File: config.mk
export PLATFORM = sky130hd
export DESIGN_NAME = rst_pin_ctrl
export DESIGN_NICKNAME = d
export VERILOG_FILES = /design/src/rtl/rst_pin_pkg.sv /design/src/rtl/rst_pin_qual.sv /design/src/rtl/rst_wdt_window.sv /design/src/rtl/rst_dis_reg.sv /design/src/rtl/rst_pin_ctrl.sv
export SDC_FILE = /design/constraint.sdc
export NUM_CORES = 1
export LEC_CHECK = 0
export ABC_AREA = 1
export BUFFER_PORTS_ARGS = -buffer_cell sky130_fd_sc_hd__buf_4
export CAP_MARGIN = 20
export CELL_PAD_IN_SITES_DETAIL_PLACEMENT = 1
export CELL_PAD_IN_SITES_GLOBAL_PLACEMENT = 1
export CORE_ASPECT_RATIO = 1.25
export CORE_MARGIN = 5
export CORE_UTILIZATION = 40
export CTS_BUF_LIST = sky130_fd_sc_hd__clkbuf_4
export DETAILED_ROUTE_END_ITERATION = 8
export PLACE_DENSITY = 0.82
export SLEW_MARGIN = 40
export SYNTH_ARGS = -nofsm -noshare
export SYNTH_HDL_FRONTEND = slang
export SYNTH_SLANG_ARGS = --single-unit
export TNS_END_PERCENT = 50
File: constraint.sdc
create_clock -name clk -period 1.65 [get_ports clk]
set_input_delay 0.2475 -clock clk [delete_from_list [all_inputs] [get_ports clk]]
set_output_delay 0.2475 -clock clk [all_outputs]
set_load 0.05 [all_outputs]
File: src/rtl/rst_pin_pkg.sv
package rst_pin_pkg;

  // Total oscillator periods the pin must stay high before it qualifies.
  function automatic int unsigned qual_periods(int unsigned per_mc, int unsigned n_mc);
    return per_mc * n_mc;
  endfunction

  // Bits needed for a counter that must reach maxv.
  function automatic int unsigned cnt_bits(int unsigned maxv);
    return (maxv < 2) ? 1 : $clog2(maxv + 1);
  endfunction

endpackage

File: src/rtl/rst_pin_qual.sv
module rst_pin_qual #(
  parameter int unsigned LIMIT = 24,
  parameter int unsigned W     = 5
) (
  input  logic clk,
  input  logic por_n,
  input  logic pin_in,
  output logic qual_done
);
  localparam logic [W-1:0] LIM = W'(LIMIT);

  logic [W-1:0] hi_run;

  // Count consecutive high samples, saturating at the limit.
  always_ff @(posedge clk or negedge por_n) begin
    if (!por_n)               hi_run <= '0;
    else if (!pin_in)         hi_run <= '0;
    else if (hi_run != LIM)   hi_run <= hi_run + 1'b1;
  end

  assign qual_done = (hi_run == LIM);
endmodule

File: src/rtl/rst_wdt_window.sv
module rst_wdt_window #(
  parameter int unsigned SPAN = 96,
  parameter int unsigned W    = 7
) (
  input  logic clk,
  input  logic por_n,
  input  logic expire,
  input  logic dis_in,
  output logic win_active,
  output logic win_load,
  output logic drive_sel
);
  localparam logic [W-1:0] SPAN_V = W'(SPAN);

  logic [W-1:0] remain;

  assign win_load   = expire;
  assign win_active = (remain != '0);

  // Window countdown; a new pulse always reloads the full span.
  always_ff @(posedge clk or negedge por_n) begin
    if (!por_n)           remain <= '0;
    else if (win_load)    remain <= SPAN_V;
    else if (win_active)  remain <= remain - 1'b1;
  end

  // The drive choice is taken only when a window opens from idle.
  always_ff @(posedge clk or negedge por_n) begin
    if (!por_n)                       drive_sel <= 1'b0;
    else if (win_load && !win_active) drive_sel <= ~dis_in;
  end
endmodule

File: src/rtl/rst_dis_reg.sv
module rst_dis_reg (
  input  logic clk,
  input  logic por_n,
  input  logic clr,
  input  logic we,
  input  logic wdata,
  output logic dis_q
);
  // Reset has priority over writes.
  always_ff @(posedge clk or negedge por_n) begin
    if (!por_n)    dis_q <= 1'b0;
    else if (clr)  dis_q <= 1'b0;
    else if (we)   dis_q <= wdata;
  end
endmodule

File: src/rtl/rst_pin_ctrl.sv
module rst_pin_ctrl #(
  parameter int unsigned OSC_PER_MC  = 12,
  parameter int unsigned QUAL_MC     = 2,
  parameter int unsigned OUT_PERIODS = 96
) (
  input  logic clk,
  input  logic por_n,
  input  logic rst_pin_in,
  input  logic wdt_expire,
  input  logic cfg_we,
  input  logic cfg_dis_wdata,
  output logic rst_int,
  output logic rst_pin_oe,
  output logic rst_pin_out
);
  import rst_pin_pkg::*;

  localparam int unsigned QUAL_LEN = qual_periods(OSC_PER_MC, QUAL_MC);
  localparam int unsigned QW       = cnt_bits(QUAL_LEN);
  localparam int unsigned WW       = cnt_bits(OUT_PERIODS);

  // Named internal events, used by the checker.
  logic qual_done;
  logic win_active;
  logic win_load;
  logic drive_sel;
  logic dis_q;

  rst_pin_qual #(.LIMIT(QUAL_LEN), .W(QW)) u_qual (
    .clk       (clk),
    .por_n     (por_n),
    .pin_in    (rst_pin_in),
    .qual_done (qual_done)
  );

  rst_wdt_window #(.SPAN(OUT_PERIODS), .W(WW)) u_win (
    .clk        (clk),
    .por_n      (por_n),
    .expire     (wdt_expire),
    .dis_in     (dis_q),
    .win_active (win_active),
    .win_load   (win_load),
    .drive_sel  (drive_sel)
  );

  rst_dis_reg u_dis (
    .clk   (clk),
    .por_n (por_n),
    .clr   (rst_int),
    .we    (cfg_we),
    .wdata (cfg_dis_wdata),
    .dis_q (dis_q)
  );

  assign rst_int     = qual_done | win_active;
  assign rst_pin_oe  = win_active & drive_sel;
  assign rst_pin_out = rst_pin_oe;
endmodule

### Yosys cells after proc, flatten, opt, wreduce, memory -nomap -nowiden

Cells that the tools add are included.
W data, S select, Z words.

| operators by class | value |
|---|---|
| equality and inequality tests | 3 |
| multiplexer cells | 6 |
| add/sub/neg operators | 2 |
| bitwise gates (word level) | 3 |
| reductions and logical operators | 5 |

Operator list:

| kind | number |
|---|---|
| $mux W7 | 2 |
| $mux W5 | 2 |
| $reduce_bool A7 Y1 | 1 |
| $sub A7 B1 Y7 const B | 1 |
| $add A5 B1 Y5 const B | 1 |
| $eq A5 B5 Y1 const B | 1 |
| $ne A5 B5 Y1 const B | 1 |
| $reduce_bool A2 Y1 | 2 |
| $mux W1 | 2 |
| $ne A2 B1 Y1 const B | 1 |
| $and A1 B1 Y1 | 1 |
| $logic_and A1 B1 Y1 | 1 |
| $logic_not A1 Y1 | 1 |
| $not A1 Y1 | 1 |
| $or A1 B1 Y1 | 1 |

| storage, ports and cells | value |
|---|---|
| output and inout port bits | 3 |
| bits in registers | 14 |
| word-level logic and storage cells | 23 |

### Longest topological paths before layout

Gate-level depths: netlist of run 1.

| depth | value |
|---|---|
| depth after elaboration | 3 |
| mapped depth | 8 |

### By module

Synthesis of run 1 repeated with hierarchy kept, for this count alone.

| unflattened totals | value |
|---|---|
| cells, all modules | 108 |
| area, all modules | 848.3 um^2 |

By module, submodules not included:

| module | cells an instance | area an instance (um^2) | seq. area each (um^2) | times used |
|---|---|---|---|---|
| rst_wdt_window | 59 | 484.2 | 200.2 | 1 |
| rst_pin_qual | 37 | 292.8 | 125.1 | 1 |
| rst_dis_reg | 6 | 45.0 | 25.0 | 1 |
| rst_pin_ctrl | 6 | 26.3 | 0.0 | 1 |

### Least setup slack after synthesis of run 1

Ideal clock, no wire load.

| timing | value |
|---|---|
| path kind | reg2out |
| from | reg u_win.remain[0] |
| to | out rst_pin_out |
| slack | -0.472 ns |
| arrival | 1.874 ns |
| required time | 1.402 ns |
| buffers on the path | 1 |
| cell stages (with the launch flop) | 9 |
| cells stage by stage | dfrtp_1 inv_1 ha_1 inv_2 nor2_4 inv_2 nor2_4 nor2_1 buf_4 |

| between the ends | value |
|---|---|
| word-level cells in the longest chain between the ends | 2 |

Ends and longest elaborated chain:

| element | RTL line | RTL |
|---|---|---|
| from (decl) | rst_wdt_window.sv:15 | `logic [W-1:0] remain;` |
| from (signal assigned) | rst_wdt_window.sv:24 | `else if (win_active) remain <= remain - 1'b1;` |
| $reduce_bool A7 Y1 | rst_wdt_window.sv:18 | `assign win_active = (remain != '0);` |
| $and A1 B1 Y1 | rst_pin_ctrl.sv:56 | `assign rst_pin_oe = win_active & drive_sel;` |
| to (decl) | rst_pin_ctrl.sv:14 | `output logic rst_pin_out` |

No other way between the ends.

### Final worst setup path of run 1

| timing | value |
|---|---|
| from | reg u_win.remain[1] |
| to | out rst_int |

| between the ends | value |
|---|---|
| word-level cells in the longest chain between the ends | 2 |

Ends and longest elaborated chain:

| element | RTL line | RTL |
|---|---|---|
| $reduce_bool A7 Y1 | rst_wdt_window.sv:18 |  |
| $or A1 B1 Y1 | rst_pin_ctrl.sv:55 | `assign rst_int = qual_done \| win_active;` |
| to (decl) | rst_pin_ctrl.sv:12 | `output logic rst_int,` |

No other way between the ends.

==> reports/qor.csv, run 1 <==
metric;value;unit
clock_latency;280;ps
syn_to_final_growth;26.2;%
maxSlewHeadroom;0.837;
finClkSkew;9.32;ps
die_area;2890;µm²
route.detailed.drc;0;
cts_buffers;3;
stdcell_area;965;µm²
crit_start;u_win.remain[1];
start_util;0.428;
crit_type;reg -> out;
dieHeight;58.9;µm
crit_arrival;1490;ps
drive_gt1_frac;0.281;
synthAdderAreaFrac;0.0491;
leakage;0.473;nW
grt_pass1_wl;3290;µm
yosys.area_share.xor_xnor;0;
ys_ff_latch;14;
synth-compound-area-share;0.0426;
muxShareOfSynthArea;0;
syn_nets;104;
first_pass_iters;4;
setup_violations;3;
grt_setup_unrepaired;true;
grt_max_degree;15;
startpoint_type;register;
grt_usage;0.148;
hpwl;1410;µm
io_buffers;8;
dpl_cell_area;871;µm²
ys_types;19;
fin_crit;1730;ps
die_w;49.1;µm
drt-initial-drc-count;4;
antenna_found_initial;0;
via_per_inst;5.21;
cts_tree;done;
drv_cap;0;
synth.area.top_cells;dfrtp_1 46%, nand3_1 9.8%, nand2_1 7.4%;
status;finished, violations left;
fin_crit_sh;1.05;
n_antenna_cell;0;
cts_max_level;1;
final_cell_mix;15 x nand3_1, 15 x nand2_1, 14 x dfrtp_1, 12 x inv_1, 12 x buf_4;
tightestPinTransition;244;ps
endpoint_kind;primary output;
gp_congestion;0.802;
synth_area_leader_cell;dfrtp_1;
syn_avg_cell_area;8.05;µm²
synth_top_area_share;0.458;
wl;1850;µm
post-place-ws;78.0;ps
crit_path_max_fanout;3;
synthSimpleGateAreaFrac;0.362;
cp.required;1400;ps
cts_buffer_depth;2;
min_from;wdt_expire;
yosysSeqAreaShare;0.458;
violations;setup timing;
grt_pass1_vias;757;
std_cell_rows;17;
nNetsFinal;124;
hp-class;in -> reg;
synth-warning-count;0;
layout_setup_ws;-83.5;ps
synth_cells;95;
root_buffer;clkbuf_4;
fin_util;0.540;
synth_top_family_by_area;simple AND/OR/NAND/NOR gates;
hold_viol;0;
globalRoute.totalOverflow;0;
r2r-start;u_win.remain[1];
num_io_pins;9;
max_freq;577;MHz
vias;693;
core-area;1790;µm²
power_density;854;nW/µm²
synth_area;764;µm²
ant_nets;0;
drv_slew;0;
wire_per_inst;13.9;µm
n_fill_cell;242;
max-vdd-ir-drop;395;µV
cts_sinks;14;
path_clk_slew;100;ps
final timing paths:
check | endpoint | slack, ps | cells past startpoint
worst max-delay path | rst_int | -80 | 8
worst min-delay path | u_win.remain[5] | 200 | 3
worst max register to register | u_win.remain[0] | 220 | 10
worst min register to register | u_win.drive_sel | 500 | 2
max in group asynchronous | u_win.remain[0] | 1130 | 2
min in group asynchronous | u_qual.hi_run[4] | 340 | 2
area by class of cell:
class                           instances  area [µm²]  share of cell area
Clock buffer                            3        22.5              0.0233
Clock inverter                          1        3.75             0.00389
Inverter                               16        60.1              0.0623
Multi-Input combinational cell         64         367               0.380
Sequential cell                        14         350               0.363
Tap cell                               19        23.8              0.0246
Timing Repair Buffer                   16         138               0.143
timing repair:
item | 4_1_cts | 5_1_grt
setup endpoints to repair | 3 | 3
buffers inserted | 4 | 0
gates resized for setup | 8 | 0
hold endpoints to repair | 14 | 0
hold buffers | 1 | 0
pin swaps | 3 | 0
synth_stat cells:
cell	count
nand2_1	15
nand3_1	15
dfrtp_1	14
inv_1	14
nor2_1	9
nand4_1	4
a21oi_1	3
ha_1	3
nor2_2	3
inv_2	2
nand2_2	2
nand3b_1	2
nor2_4	2
o21ai_0	2
and3_1	1
buf_4	1
nor3_1	1
o21bai_1	1
or2_2	1
metal layers:
| metal | vias to the layer above | part of all wire | global-route usage |
|---|---|---|---|
| li1 | 344 | - | - |
| met2 | 7 | 0.59 | 0.282 |
| met5 | - | 0 | 0 |
| met4 | 0 | 0.011 | 0.0692 |
| met1 | 340 | 0.38 | 0.152 |
| met3 | 2 | 0.021 | 0.0278 |
worst max-delay path, cell delays in order (launching register included):
cell     delay [ps]
dfrtp_1         400
inv_2            80
ha_4            140
inv_2            40
nor2_4          100
inv_2            50
nor2_4          140
nand2_2          90
buf_8           160
kinds of logic (layout without fill, tap and decap cells):
family / after synthesis / count (layout)
buffers and inverters: 17 / 36
adders and majority gates: 3 / 3
AOI/OAI and AO/OA: 6 / 6
and+or+nand+nor: 55 / 55
DFF: 14 / 14
flip-flops by register name, indices dropped and copies added (netlist names):
signal           flops
u_qual.hi_run        5
u_win.drive_sel      1
u_dis.dis_q          1
u_win.remain         7
stage by stage:
stage | std cells | power [mW] | setup TNS [ps] | hold WS [ps]
3_5_place_dp | 124 | 0.607 | 0 | 111
5_1_grt | 133 | 0.876 | -409 | 193
2_1_floorplan | 95 | 0.531 | 0 | -48.1
3_3_place_gp | 124 | 0.592 | 0 | 110
6_report | 133 | 0.824 | -152 | 201
4_1_cts | 133 | 0.834 | -191 | 199
power breakdown:
group	internal, mW	leakage, nW	switching (mW)
sequential	0.372	0.178	0.0300
clock	0.0877	0.0154	0.118
combinational	0.0915	0.279	0.124
(Power assumes the default switching activity.)
==> run 2: changes to the inputs <==
--- a/config.mk
+++ b/config.mk
@@ -12,10 +12,10 @@
 export CELL_PAD_IN_SITES_GLOBAL_PLACEMENT = 1
 export CORE_ASPECT_RATIO = 1.25
 export CORE_MARGIN = 5
-export CORE_UTILIZATION = 40
+export CORE_UTILIZATION = 39
 export CTS_BUF_LIST = sky130_fd_sc_hd__clkbuf_4
 export DETAILED_ROUTE_END_ITERATION = 8
-export PLACE_DENSITY = 0.82
+export PLACE_DENSITY = 0.84
 export SLEW_MARGIN = 40
 export SYNTH_ARGS = -nofsm -noshare
 export SYNTH_HDL_FRONTEND = slang
==> constraint.sdc (replaced) <==
create_clock -name clk -period 1.4 [get_ports clk]
set_input_delay 0.21 -clock clk [delete_from_list [all_inputs] [get_ports clk]]
set_output_delay 0.21 -clock clk [all_outputs]
set_load 0.05 [all_outputs]
==> run 2 against run 1 <==
The run still ends with setup timing left. Register-to-register slack got worse by 280 ps. Sequential power up 17%. Sequential share of layout area shrank 2.4 points. Total power is 22% higher. Die area up 2.1%. Hold slack lost 43 ps. Final area is 7.1% higher. First-iteration DRC count grew to 3.0 times the previous value. Largest power group unchanged.
==> reports/qor.csv, run 2 (synthesized netlist as in run 1, its figures left out) <==
metric;value;unit
crit_path_max_fanout;4;
p_total;1.01;mW
num_io_pins;9;
final_common_cell;buf_4;
antenna_found_initial;0;
violations;setup timing;
endpoint_kind;primary output;
globalRoute.totalOverflow;0;
drt-initial-drc-count;12;
cp.required;1190;ps
wire_per_inst;15.9;µm
leakage;0.507;nW
hold_viol;0;
cts_buffer_depth;2;
ant_nets;0;
cts_max_level;1;
tns;-1010;ps
core-area;1910;µm²
final_cell_mix;19 x buf_4, 15 x nand2_1, 14 x nand3_1, 14 x dfrtp_1, 12 x inv_1;
hp-class;in -> reg;
maxSlewHeadroom;0.822;
status;finished, violations left;
syn_to_final_growth;35.2;%
clock_latency;290;ps
finClkSkew;3.14;ps
route.detailed.drc;0;
cts_tree;done;
max-vdd-ir-drop;524;µV
max_freq;575;MHz
power_density;976;nW/µm²
tightestPinTransition;267;ps
via_per_inst;5.23;
drv_slew;0;
grt_setup_unrepaired;true;
largestRegisters;u_win.remain (7), u_qual.hi_run (5);
crit_type;reg -> out;
layout_setup_ws;-339;ps
fin_crit;1740;ps
drive_gt1_frac;0.333;
wl;2220;µm
n_antenna_cell;0;
hpwl;1530;µm
cts_sinks;14;
gp_congestion;0.791;
stdcell_area;1030;µm²
path_clk_slew;80;ps
grt_pass1_vias;797;
first_pass_iters;3;
io_buffers;8;
drv_cap;0;
vias;732;
dpl_cell_area;930;µm²
crit_arrival;1530;ps
cts_buffers;3;
fin_crit_sh;1.24;
grt_usage;0.157;
nNetsFinal;131;
dieHeight;59.5;µm
start_util;0.399;
root_buffer;clkbuf_4;
largest_register_ff_count;7;
setup_violations;4;
startpoint_type;register;
grt_pass1_wl;3420;µm
grt_max_degree;15;
die_area;2950;µm²
std_cell_rows;18;
die_w;49.6;µm
top_register;u_win.remain;
==> run 2: cell types whose count changed in the layout (fill, tap and decap cells not counted), sizes merged <==
cell / previous run / this run
buf: 15 / 22
clkinv: 1 / 0
==> run 2: worst paths after layout <==
| path | start | to | slack [ps] | cells after the start |
|---|---|---|---|---|
| min | wdt_expire | u_win.remain[5] | 160 | 3 |
| max | u_win.remain[1] | rst_int | -340 | 8 |
| min reg2reg | u_win.remain[5] | u_win.remain[5] | 520 | 2 |
| max in group asynchronous | por_n | u_qual.hi_run[2] | 920 | 2 |
| min in group asynchronous | por_n | u_win.remain[5] | 300 | 2 |
| max reg2reg | u_win.remain[1] | u_dis.dis_q | -60 | 10 |
==> run 2: where the power goes <==
group          leakage, nW  switching (mW)  internal [mW]
clock               0.0138           0.136          0.100
combinational        0.316           0.169          0.132
sequential           0.178          0.0325          0.439
total                0.507           0.337          0.671
==> run 2: metal layers <==
| layer | routed length [µm] | vias up | track usage | part of all wire |
|---|---|---|---|---|
| met5 | 0 | - | 0 | 0 |
| li1 | - | 359 | - | - |
| met3 | 58 | 8 | 0.0327 | 0.026 |
| met4 | 83 | 0 | 0.0936 | 0.037 |
| met1 | 785 | 353 | 0.154 | 0.35 |
| met2 | 1290 | 12 | 0.298 | 0.58 |
==> run 2: layout make-up <==
type,count,area (µm²)
Clock buffer,3,22.5
Fill cell,222,881
Inverter,16,60.1
Multi-Input combinational cell,64,382
Sequential cell,14,350
Tap cell,20,25.0
Timing Repair Buffer,23,194
==> run 2: what timing repair did <==
| action | CTS | global route |
|---|---|---|
| hold endpoints to repair | 14 | 0 |
| setup buffers | 2 | 3 |
| resized for setup | 5 | 3 |
| hold buffers | 1 | 0 |
| setup endpoints to repair | 5 | 8 |
| pin swaps | 3 | 3 |
==> run 2: through the flow <==
stage,std cells,hold slack [ps],setup slack [ps],util
4_1_cts,137,146,-335,0.521
2_1_floorplan,95,-85.6,-92.5,-
6_report,140,158,-339,0.540
3_3_place_gp,131,69.7,61.5,0.486
3_5_place_dp,131,74.7,-18.9,0.486
5_1_grt,140,162,-419,0.540
==> run 2: critical path: stages, from the launching register on <==
cell and delay (ps):
dfrtp_1 400, inv_2 70, ha_4 130, inv_2 40, nor2_4 110, inv_2 60
nor2_4 160, nand2_2 90, buf_6 160
